## src/rtl/bwmon_pkg.sv

```systemverilog
package bwmon_pkg;

   typedef enum logic [1:0] {
      UNIT_BYTE = 2'd0,
      UNIT_KIB  = 2'd1,
      UNIT_MIB  = 2'd2,
      UNIT_ALT  = 2'd3
   } unit_e;

   localparam logic [7:0]  ADDR_CFG      = 8'h00;
   localparam logic [7:0]  ADDR_PRESC    = 8'h04;
   localparam logic [7:0]  ADDR_CNT_BASE = 8'h20;
   localparam logic [31:0] CFG_KEEP_MASK = 32'hFFFF_0007;
   localparam int          RESIDUE_W     = 20;

   function automatic int unsigned unit_shift(unit_e u);
      case (u)
         UNIT_KIB: return 10;
         UNIT_MIB: return 20;
         default:  return 0;
      endcase
   endfunction

endpackage

```

## src/rtl/bwmon_timebase.sv

```systemverilog
module bwmon_timebase #(
   parameter int TICK_W = 16,
   parameter int WIN_W  = 16
) (
   input  logic              clk,
   input  logic              rst_n,
   input  logic              clr_i,
   input  logic              run_i,
   input  logic [TICK_W-1:0] presc_i,
   input  logic [WIN_W-1:0]  period_i,
   output logic              win_end_o
);

   logic [TICK_W-1:0] presc_cnt_q;
   logic [WIN_W-1:0]  win_cnt_q;
   logic              tick;

   always_comb begin
      tick      = run_i && (presc_cnt_q >= presc_i);
      win_end_o = tick && (win_cnt_q >= period_i);
   end

   always_ff @(posedge clk) begin
      if (!rst_n || clr_i) begin
         presc_cnt_q <= '0;
         win_cnt_q   <= '0;
      end else if (run_i) begin
         presc_cnt_q <= tick ? '0 : presc_cnt_q + 1'b1;
         if (tick)
            win_cnt_q <= win_end_o ? '0 : win_cnt_q + 1'b1;
      end
   end


   presc_step_chk: assert property (@(posedge clk) disable iff (!rst_n)
      (run_i && !clr_i && !tick) |=> presc_cnt_q == $past(presc_cnt_q) + 1'b1);


   win_step_chk: assert property (@(posedge clk) disable iff (!rst_n)
      (run_i && !clr_i && tick && !win_end_o) |=> win_cnt_q == $past(win_cnt_q) + 1'b1);


   tb_hold_chk: assert property (@(posedge clk) disable iff (!rst_n)
      (!run_i && !clr_i) |=> $stable(presc_cnt_q) && $stable(win_cnt_q));

endmodule

```

## src/rtl/bwmon_win_acc.sv

```systemverilog
module bwmon_win_acc
   import bwmon_pkg::*;
#(
   parameter int IN_W  = 16,
   parameter int CNT_W = 32
) (
   input  logic             clk,
   input  logic             rst_n,
   input  logic             clr_i,
   input  logic             run_i,
   input  logic             vld_i,
   input  logic [IN_W-1:0]  bytes_i,
   input  unit_e            unit_i,
   input  logic             win_end_i,
   output logic [CNT_W-1:0] peak_o
);

   localparam int SUM_W  = ((IN_W > RESIDUE_W) ? IN_W : RESIDUE_W) + 1;
   localparam int WIDE_W = ((CNT_W > SUM_W) ? CNT_W : SUM_W) + 1;
   localparam logic [WIDE_W-1:0] CNT_MAX = WIDE_W'({CNT_W{1'b1}});

   logic [RESIDUE_W-1:0] res_q;
   logic [CNT_W-1:0]     acc_q, peak_q;
   logic [SUM_W-1:0]     sum, whole, frac_mask;
   logic [WIDE_W-1:0]    wide;
   logic [CNT_W-1:0]     win_total, win_max;

   always_comb begin
      sum       = SUM_W'(res_q) + SUM_W'(bytes_i);
      whole     = sum >> unit_shift(unit_i);
      frac_mask = (SUM_W'(1) << unit_shift(unit_i)) - SUM_W'(1);
      wide      = WIDE_W'(acc_q) + (vld_i ? WIDE_W'(whole) : '0);
      win_total = (wide > CNT_MAX) ? '1 : wide[CNT_W-1:0];
      win_max   = (win_total > peak_q) ? win_total : peak_q;
   end

   always_ff @(posedge clk) begin
      if (!rst_n || clr_i) begin
         res_q  <= '0;
         acc_q  <= '0;
         peak_q <= '0;
      end else if (run_i) begin
         if (vld_i)
            res_q <= RESIDUE_W'(sum & frac_mask);
         if (win_end_i) begin
            peak_q <= win_max;
            acc_q  <= '0;
         end else begin
            acc_q  <= win_total;
         end
      end
   end

   assign peak_o = peak_q;


   peak_mono_chk: assert property (@(posedge clk) disable iff (!rst_n)
      !clr_i |=> peak_q >= $past(peak_q));


   clear_chk: assert property (@(posedge clk) disable iff (!rst_n)
      clr_i |=> (peak_q == '0) && (acc_q == '0) && (res_q == '0));


   acc_hold_chk: assert property (@(posedge clk) disable iff (!rst_n)
      (!run_i && !clr_i) |=> $stable(peak_q) && $stable(acc_q) && $stable(res_q));


   no_wrap_chk: assert property (@(posedge clk) disable iff (!rst_n)
      (run_i && !clr_i && !win_end_i) |=> acc_q >= $past(acc_q));


   win_restart_chk: assert property (@(posedge clk) disable iff (!rst_n)
      (run_i && !clr_i && win_end_i) |=> acc_q == '0);

endmodule

```

## src/rtl/bwmon_peak.sv

```systemverilog
module bwmon_peak
   import bwmon_pkg::*;
#(
   parameter int NPORTS  = 4,
   parameter int BYTES_W = 16,
   parameter int CNT_W   = 32,
   parameter int TICK_W  = 16
) (
   input  logic                      clk,
   input  logic                      rst_n,
   input  logic                      reg_we,
   input  logic [7:0]                reg_waddr,
   input  logic [31:0]               reg_wdata,
   input  logic [7:0]                reg_raddr,
   output logic [31:0]               reg_rdata,
   input  logic [NPORTS-1:0]         beat_vld,
   input  logic [NPORTS*BYTES_W-1:0] beat_bytes
);

   localparam int         SUMB_W     = BYTES_W + $clog2(NPORTS + 1);
   localparam int         WIN_W      = 16;
   localparam logic [7:0] ADDR_TOTAL = ADDR_CNT_BASE + 8'(4 * NPORTS);

   if (NPORTS < 1 || (32 + 4 * NPORTS) > 252) begin : g_bad_ports
      $error("bwmon_peak: NPORTS out of range");
   end
   if (CNT_W < 1 || CNT_W > 32) begin : g_bad_cnt
      $error("bwmon_peak: CNT_W must be 1..32");
   end
   if (TICK_W < 1 || TICK_W > 32) begin : g_bad_tick
      $error("bwmon_peak: TICK_W must be 1..32");
   end
   if (BYTES_W < 1 || BYTES_W > 30) begin : g_bad_bytes
      $error("bwmon_peak: BYTES_W must be 1..30");
   end

   logic [31:0]       cfg_q;
   logic [TICK_W-1:0] presc_q;
   logic              clr, win_end, total_vld;
   logic [SUMB_W-1:0] total_bytes;
   logic [CNT_W-1:0]  port_peak [NPORTS];
   logic [CNT_W-1:0]  total_peak;
   unit_e             unit;

   assign clr  = reg_we && (reg_waddr == ADDR_CFG) && reg_wdata[0] && !cfg_q[0];
   assign unit = unit_e'(cfg_q[2:1]);

   always_ff @(posedge clk) begin
      if (!rst_n) begin
         cfg_q   <= '0;
         presc_q <= '0;
      end else if (reg_we) begin
         if (reg_waddr == ADDR_CFG)
            cfg_q <= reg_wdata & CFG_KEEP_MASK;
         if (reg_waddr == ADDR_PRESC)
            presc_q <= reg_wdata[TICK_W-1:0];
      end
   end

   always_comb begin
      total_bytes = '0;
      for (int i = 0; i < NPORTS; i++) begin
         if (beat_vld[i])
            total_bytes = total_bytes + SUMB_W'(beat_bytes[i*BYTES_W +: BYTES_W]);
      end
      total_vld = |beat_vld;
   end

   bwmon_timebase #(.TICK_W(TICK_W), .WIN_W(WIN_W)) u_timebase (
      .clk       (clk),
      .rst_n     (rst_n),
      .clr_i     (clr),
      .run_i     (cfg_q[0]),
      .presc_i   (presc_q),
      .period_i  (cfg_q[31:16]),
      .win_end_o (win_end)
   );

   for (genvar g = 0; g < NPORTS; g++) begin : g_port
      bwmon_win_acc #(.IN_W(BYTES_W), .CNT_W(CNT_W)) u_acc (
         .clk       (clk),
         .rst_n     (rst_n),
         .clr_i     (clr),
         .run_i     (cfg_q[0]),
         .vld_i     (beat_vld[g]),
         .bytes_i   (beat_bytes[g*BYTES_W +: BYTES_W]),
         .unit_i    (unit),
         .win_end_i (win_end),
         .peak_o    (port_peak[g])
      );
   end

   bwmon_win_acc #(.IN_W(SUMB_W), .CNT_W(CNT_W)) u_total (
      .clk       (clk),
      .rst_n     (rst_n),
      .clr_i     (clr),
      .run_i     (cfg_q[0]),
      .vld_i     (total_vld),
      .bytes_i   (total_bytes),
      .unit_i    (unit),
      .win_end_i (win_end),
      .peak_o    (total_peak)
   );

   always_comb begin
      reg_rdata = '0;
      if (reg_raddr == ADDR_CFG)
         reg_rdata = cfg_q;
      if (reg_raddr == ADDR_PRESC)
         reg_rdata = 32'(presc_q);
      if (reg_raddr == ADDR_TOTAL)
         reg_rdata = 32'(total_peak);
      for (int i = 0; i < NPORTS; i++) begin
         if (reg_raddr == ADDR_CNT_BASE + 8'(4 * i))
            reg_rdata = 32'(port_peak[i]);
      end
   end


   en_set_chk: assert property (@(posedge clk) disable iff (!rst_n)
      clr |=> cfg_q[0]);


   cfg_keep_chk: assert property (@(posedge clk) disable iff (!rst_n)
      (reg_we && reg_waddr == ADDR_CFG) |=> (cfg_q & ~CFG_KEEP_MASK) == '0);

endmodule

```

## config.mk

```make
export PLATFORM = sky130hd
export DESIGN_NAME = bwmon_peak
export DESIGN_NICKNAME = d
export VERILOG_FILES = /design/src/rtl/bwmon_pkg.sv /design/src/rtl/bwmon_timebase.sv /design/src/rtl/bwmon_win_acc.sv /design/src/rtl/bwmon_peak.sv
export SDC_FILE = /design/constraint.sdc
export NUM_CORES = 2
export LEC_CHECK = 0
export BUFFER_PORTS_ARGS = -buffer_cell sky130_fd_sc_hd__buf_2
export CAP_MARGIN = 20
export CORE_MARGIN = 3
export CORE_UTILIZATION = 40
export CTS_CLUSTER_DIAMETER = 120
export DETAILED_ROUTE_END_ITERATION = 16
export GPL_ROUTABILITY_DRIVEN = 0
export GPL_TIMING_DRIVEN = 0
export PLACE_DENSITY = 0.61
export SLEW_MARGIN = 15
export SYNTH_ARGS = -nofsm -noshare
export SYNTH_HDL_FRONTEND = slang
export SYNTH_SLANG_ARGS = --single-unit
export TNS_END_PERCENT = 5
```

## constraint.sdc

```tcl
create_clock -name clk -period 27.5 [get_ports clk]
set_clock_uncertainty 0.05 [all_clocks]
set_input_delay 1.375 -clock clk [delete_from_list [all_inputs] [get_ports clk]]
set_output_delay 1.375 -clock clk [all_outputs]
set_load 0.05 [all_outputs]
```

# Yosys cells after proc, flatten, opt, wreduce, memory -nomap -nowiden
# Index checks and enable logic that the tools add are counted.
[totals]
ff_bits = 487
input_bits = 119
output_inout_bits = 32
wordCells = 120
[classes]
add_sub_neg = 16
order_cmp = 12
eq_ne = 9
shifts = 6
mux = 29
bitwise_logic = 5
reduce_logical = 24
[ops]
columns = ["cell", "count"]
rows = [
  ["two-way mux 32 bit", 17],
  ["adder 32 x 33 -> 33 bit", 5],
  ["> comparator 33 x 32 -> 1 bit, second input constant", 5],
  ["> comparator 32 bit", 5],
  ["two-way mux 21 bit", 5],
  [">> shifter 21 x 5 -> 21 bit", 5],
  ["bitwise AND 20 bit", 5],
  ["adder 20 x 16 -> 21 bit", 4],
  ["adder 19 x 16 -> 19 bit", 3],
  ["two-way mux 19 bit", 3],
  ["two-way mux 16 bit", 3],
  ["equality test 8 x 6 -> 1 bit, second input constant", 5],
  ["adder 16 x 1 -> 16 bit, second input constant", 2],
  [">= comparator 16 bit", 2],
  ["adder 20 x 19 -> 21 bit", 1],
  ["<< shifter 1 x 5 -> 20 bit, first input constant", 1],
  ["subtractor 20 x 2 -> 20 bit, second input constant", 1],
  ["equality test 8 x 3 -> 1 bit, second input constant", 2],
  ["logical NOT 8 bit", 2],
  ["AND reduction 2 bit", 8],
  ["AND reduction 3 bit", 5],
  ["one-hot mux 5 bit (2 select lines)", 1],
  ["logical AND 1 bit", 5],
  ["OR reduction 4 bit", 1],
  ["4 further kinds", 5],
]

# Longest topological paths before layout
[depth]
ltp_word = 15
ltp_mapped = 67
ltp_nobuf = 62

# Cells and area by module
# Synthesis repeated with hierarchy kept, for this count alone.
[unflattened]
hier_cells = 5173
hier_area_um2 = 40128.5
[by_module_without_submodules]
columns = ["module", "n_inst", "cells_per_inst", "area_each_um2", "seq_area_each_um2"]
rows = [
  ["bwmon_win_acc at g_port[2].u_acc ...", 2, 827, 6356.1, 1681.6],
  ["bwmon_win_acc at u_total", 1, 851, 6593.8, 1681.6],
  ["bwmon_win_acc at g_port[1].u_acc", 1, 837, 6561.3, 1681.6],
  ["bwmon_win_acc at g_port[0].u_acc", 1, 802, 6211.0, 1681.6],
  ["bwmon_peak", 1, 752, 5720.5, 700.7],
  ["bwmon_timebase", 1, 277, 2329.7, 640.6],
]

# Worst setup path before layout
# Ideal clock, no wire load.
[synth_timing]
path_kind = "input port to flip-flop"
startpoint = "input port beat_vld[0]"
endpoint = "register u_total.peak_q[2], in the netlist u_total.peak_o[2]"
arrival_time_ps = 12659
t_required_ps = 27364
path_slack_ps = 14706
stages = 63
cell_sequence = "buf_2 > clkbuf_1 > clkbuf_1 > nand2_1 > inv_1 > fa_1 > maj3_2 > and2_1 > or2_2 > maj3_1 > a32oi_1 > xnor2_1 > nand2_1 > xor2_1 > ha_1 > a21oi_1 > nand2_1 > a21oi_1 > (+27 left out) > o2111ai_1 > a21o_1 > clkbuf_1 > buf_2 > nand2_1 > ha_1 > a21o_1 > a21o_1 > a21oi_1 > nor2_1 > a211oi_1 > a31oi_1 > a211oi_1 > nand2_1 > o211ai_1 > buf_2 > nor2_1 > a211oi_1"
[synth_between]
elab_chain_cells = 15
[synth_lines]
columns = ["element", "line", "text"]
rows = [
  ["start: declaration", "bwmon_peak.sv:16", "input logic [NPORTS-1:0] beat_vld,"],
  ["two-way mux 16 bit", "bwmon_peak.sv:63", "if (beat_vld[i])"],
  ["adder 19 x 16 -> 19 bit", "bwmon_peak.sv:64", "total_bytes = total_bytes + SUMB_W'(beat_bytes[i*BYTES_W +: BYTES_W]);"],
  ["two-way mux 19 bit", "bwmon_peak.sv:63", ""],
  ["adder 19 x 16 -> 19 bit", "bwmon_peak.sv:64", ""],
  ["two-way mux 19 bit", "bwmon_peak.sv:63", ""],
  ["adder 19 x 16 -> 19 bit", "bwmon_peak.sv:64", ""],
  ["two-way mux 19 bit", "bwmon_peak.sv:63", ""],
  ["adder 20 x 19 -> 21 bit", "bwmon_win_acc.sv:29", "sum = SUM_W'(res_q) + SUM_W'(bytes_i);"],
  [">> shifter 21 x 5 -> 21 bit", "bwmon_win_acc.sv:30", "whole = sum >> unit_shift(unit_i);"],
  ["two-way mux 21 bit *", "bwmon_win_acc.sv:32", "wide = WIDE_W'(acc_q) + (vld_i ? WIDE_W'(whole) : '0);"],
  ["adder 32 x 33 -> 33 bit *", "bwmon_win_acc.sv:32", ""],
  ["> comparator 33 x 32 -> 1 bit", "bwmon_win_acc.sv:33", "win_total = (wide > CNT_MAX) ? '1 : wide[CNT_W-1:0];"],
  ["two-way mux 32 bit *", "bwmon_win_acc.sv:33", ""],
  ["named net u_total.win_total[9]", "bwmon_win_acc.sv:26", "logic [CNT_W-1:0] win_total, win_max;"],
  ["> comparator 32 bit *", "bwmon_win_acc.sv:34", "win_max = (win_total > peak_q) ? win_total : peak_q;"],
  ["AND reduction 3 bit (no line) *", "n/a", ""],
  ["end signal: assignment", "bwmon_win_acc.sv:46", "peak_q <= win_max;"],
  ["end: declaration", "bwmon_win_acc.sv:23", "logic [CNT_W-1:0] acc_q, peak_q;"],
]
# Mark *: on every way through the listed nets, which the timed path passes. The rest lies on a longest branch.
# A chain may end at the register's enable or synchronous reset.

# Worst setup path in the final report
[layout_timing]
startpoint = "input port beat_vld[0]"
endpoint = "register u_total.peak_q[7], in the netlist u_total.peak_o[7]"
# The elaborated chain is that of the path after synthesis.

==> qor.yml <==
outcome:
  status: "finished, final reports clean"
placed_design:
  place_inst: 6282
  dpl.hpwl_mm: 115
  port_buffers: 147
  pre_cts_ws_ns: 11.65
  place_area_sq_um: 40100
layout:
  nets: 5654
  final_layout_size_suffix_gt1_share_pct: 7.16
  fill_cells: 9532
  area_growth_pct: 11.4
  fin_cells: 6393
  fin_area_sq_um: 42100
clock_network:
  htree_levels: 2
  clk_pin_slew_worst_paths_ns: 0.06
  tritoncts: "built"
  post_cts_resized: 0
  cts-root-buf: "clkbuf_16"
  hold_buffers: 0
  cts_num_sinks: 487
  clock_path_buffers: 3
  post_cts_buffers: 0
  cts_inserted_buffers: 58
  insertion_delay_ns: 0.67
worst_hold_path:
  min_to: "g_port[2].u_acc.res_q[15]"
  min_path_cells: 2
  min-delay-start: "g_port[2].u_acc.res_q[15]"
  hold_path_class: "reg -> reg"
setup_path:
  reg2reg_from: "g_port[1].u_acc.res_q[0]"
  criticalPathCategory: "in -> reg"
  arrival_ns: 15.89
  cp-start-kind: "primary input"
  slowest_delay_ns: 0.57
  crit_path_top_delay_cell: "a2111oi_0"
  worstReg2RegEnd: "g_port[1].u_acc.peak_o[30]"
  critPathMaxFanout: 10
  r2r_slack_ns: 17.91
  required_ns: 27.96
  cpMostUsedCell: "a21o_1"
  worstRegToRegCells: 38
  endpoint_kind: "register"
logic_synthesis:
  synthCells: 4879
  synth_flop_cell: "dfxtp_1"
  ys_top_cells_by_area: "dfxtp_1 26%, ha_1 14%, nor2_1 5.3%"
  yosys.area.top_type: "dfxtp_1"
  syn-num-nets: 5443
  synth_top_area_share_pct: 25.8
  ys_ff_latch: 487
  async_reset_ff_share_pct: 0
  syn_area_sq_um: 37800
  synth_edf_count: 0
  seq_area_frac_synth_pct: 25.8
  yosys_warnings: 0
  netlist-cell-type-count: 101
  syn_avg_cell_area_sq_um: 7.75
timing:
  finalHoldViolations: 0
  drv_slew: 0
  max_freq_ghz: 0.0648
  relSlewSlack_pct: 20.6
  setup_viol: 0
  fin_tns_setup_ns: 0
  worst_slew_pin_slew_ns: 1.19
  rsz0062_at_grt: "no"
  timing.final.ws_setup_ns: 12.08
  period_needed_ns: 15.42
  fin_crit_sh_pct: 56.1
global_route:
  antenna_found_initial: 8
  grt_pass1_vias: 34200
  grt_pass1_wl_mm: 211
  globalRoute.totalOverflow: 0
  track_usage_pct: 27.9
  grt_max_degree: 17
die:
  num_rows: 112
  pin_count: 151
  dieArea_sq_um: 98200
  die_h_um: 313
  initial_core_util_pct: 40.4
  coreArea_sq_um: 93500
  die_width_um: 313
pwr:
  report.power.total_w: 0.00190
  clockPowerShare_pct: 42.5
  power.leakage_nw: 18.2
  sw_frac_of_total_pct: 30.8
  ir_drop_mv: 0.0511
  power.internal_w: 0.00131
  p_sw_w: 0.000585
  combPwrFrac_pct: 20.3
  power_frac_seq_pct: 37.2
  power_density_nw_per_um2: 45.1
drt:
  final_antenna_net_count: 0
  vias: 37500
  routed-wl-met2_mm: 58.1
  drt-vias-per-instance: 5.86
  met3_length_mm: 13.0
  first_pass_iters: 8
  routed_wl_mm: 143
  top_layer: "met5"
  drt_iter0_drc: 3835
  remaining_drc_errors: 0
  drt-met1-wl_mm: 63.6
  wl_per_cell_um: 22.3
run:
  cap_violations: 0
-- registers in the layout, summed over array words and instances, names as in the netlist --
register and flops:
g_port.u_acc.acc_q 128, u_total.acc_q 32, g_port.u_acc.res_q 80, cfg_q 19
u_timebase.win_cnt_q 16, u_total.peak_o 32, presc_q 16, u_total.res_q 20
g_port.u_acc.peak_o 128, u_timebase.presc_cnt_q 16
-- worst max-delay path, delay by kind of cell --
family / cells / cell delay [ns]
adders and majority gates: 9 / 3.02
and+or+nand+nor: 10 / 1.34
muxes: 2 / 0.56
buffers and inverters: 9 / 2.45
xor gates and xnor gates: 4 / 0.90
AOI/OAI and AO/OA: 27 / 6.23
-- worst max-delay path by stage --
stage	start	to	slack (ns)	cells past startpoint
4_1_cts	beat_vld[0]	u_total.peak_o[10]	12.21	61
5_1_grt	beat_vld[0]	u_total.peak_o[10]	11.10	61
2_1_floorplan	beat_vld[0]	u_total.peak_o[2]	14.71	63
3_5_place_dp	beat_vld[0]	u_total.peak_o[18]	11.65	61
3_3_place_gp	beat_vld[0]	u_total.peak_o[8]	11.76	61
6_report	beat_vld[0]	u_total.peak_o[7]	12.08	61
-- cell usage in the layout, fill, tap and decap left out, types with 75 or more instances in the layout --
cell type | Yosys | layout
a22o_1 | 75 | 75
nand2_1 | 482 | 482
dfxtp_1 | 487 | 487
a21o_1 | 162 | 162
a211oi_1 | 87 | 87
a22oi_1 | 95 | 95
inv_1 | 321 | 321
o21ai_0 | 236 | 236
a21oi_1 | 374 | 374
nor3_1 | 84 | 84
ha_1 | 432 | 432
xnor2_1 | 140 | 140
nand3_1 | 122 | 122
buf_2 | 37 | 184
nor2_1 | 534 | 534
clkbuf_1 | 180 | 188
xor2_1 | 111 | 111
-- logic make-up (layout without fill, tap and decap cells) --
logic type	count (synthesis)	count (layout)	synth area share, %
other	0	2	0
multiplexers	81	81	2.27
AND/OR/NAND/NOR	1569	1569	19.0
AO/OA/AOI/OAI	1485	1485	26.3
flip-flops	487	487	25.8
XOR/XNOR	252	252	5.88
buffers and inverters	554	812	5.67
adder cells (fa/ha/maj)	451	451	15.2
-- through the flow --
step	utilization, %	hold WS [ns]
2_1_floorplan	-	0.382
3_3_place_gp	42.9	0.394
3_5_place_dp	42.9	0.405
4_1_cts	45.0	0.416
5_1_grt	45.1	0.437
6_report	45.1	0.414
-- cell type report --
type,count,area (sq um),area share (%)
plain buffers,232,937,2.22
multi-input cells,3838,25900,61.5
repair buffers,151,785,1.86
flip-flops and latches,487,9750,23.1
clock buffers,83,1690,4.00
inverters,322,1210,2.87
clock inverters,24,269,0.639
diodes,2,5.00,0.0119
well taps,1254,1570,3.73
-- synth_stat cells, drive strengths merged (37+ instances only) --
library cell / number
nand2: 482
clkbuf: 181
o21a: 59
nor3: 86
a21oi: 379
a211oi: 89
nand2b: 38
xnor2: 140
nand3: 122
nor2b: 48
inv: 321
and3: 57
buf: 51
o21bai: 44
xor2: 111
a21boi: 45
a31oi: 61
o21ai: 251
ha: 432
a22o: 75
nor2: 534
nand4: 59
dfxtp: 487
mux2i: 50
a21o: 162
and2: 37
a22oi: 95
-- layer usage --
metal	track usage (%)	vias up
li1	-	18000
met1	38.8	17600
met2	41.1	1510
met3	5.25	331
met4	14.0	4
met5	0	-
-- power by group through the flow --
stage | Sequential [W] | Clock [W] | Combinational [W]
finish | 0.000706 | 0.000806 | 0.000386
CTS | 0.000706 | 0.000817 | 0.000380
floorplan | 0.000722 | 0 | 0.000263
global route | 0.000706 | 0.000841 | 0.000423
global placement | 0.000722 | 0 | 0.000373
detailed placement | 0.000722 | 0 | 0.000377
Note: power is estimated with default switching activity, not from simulation.
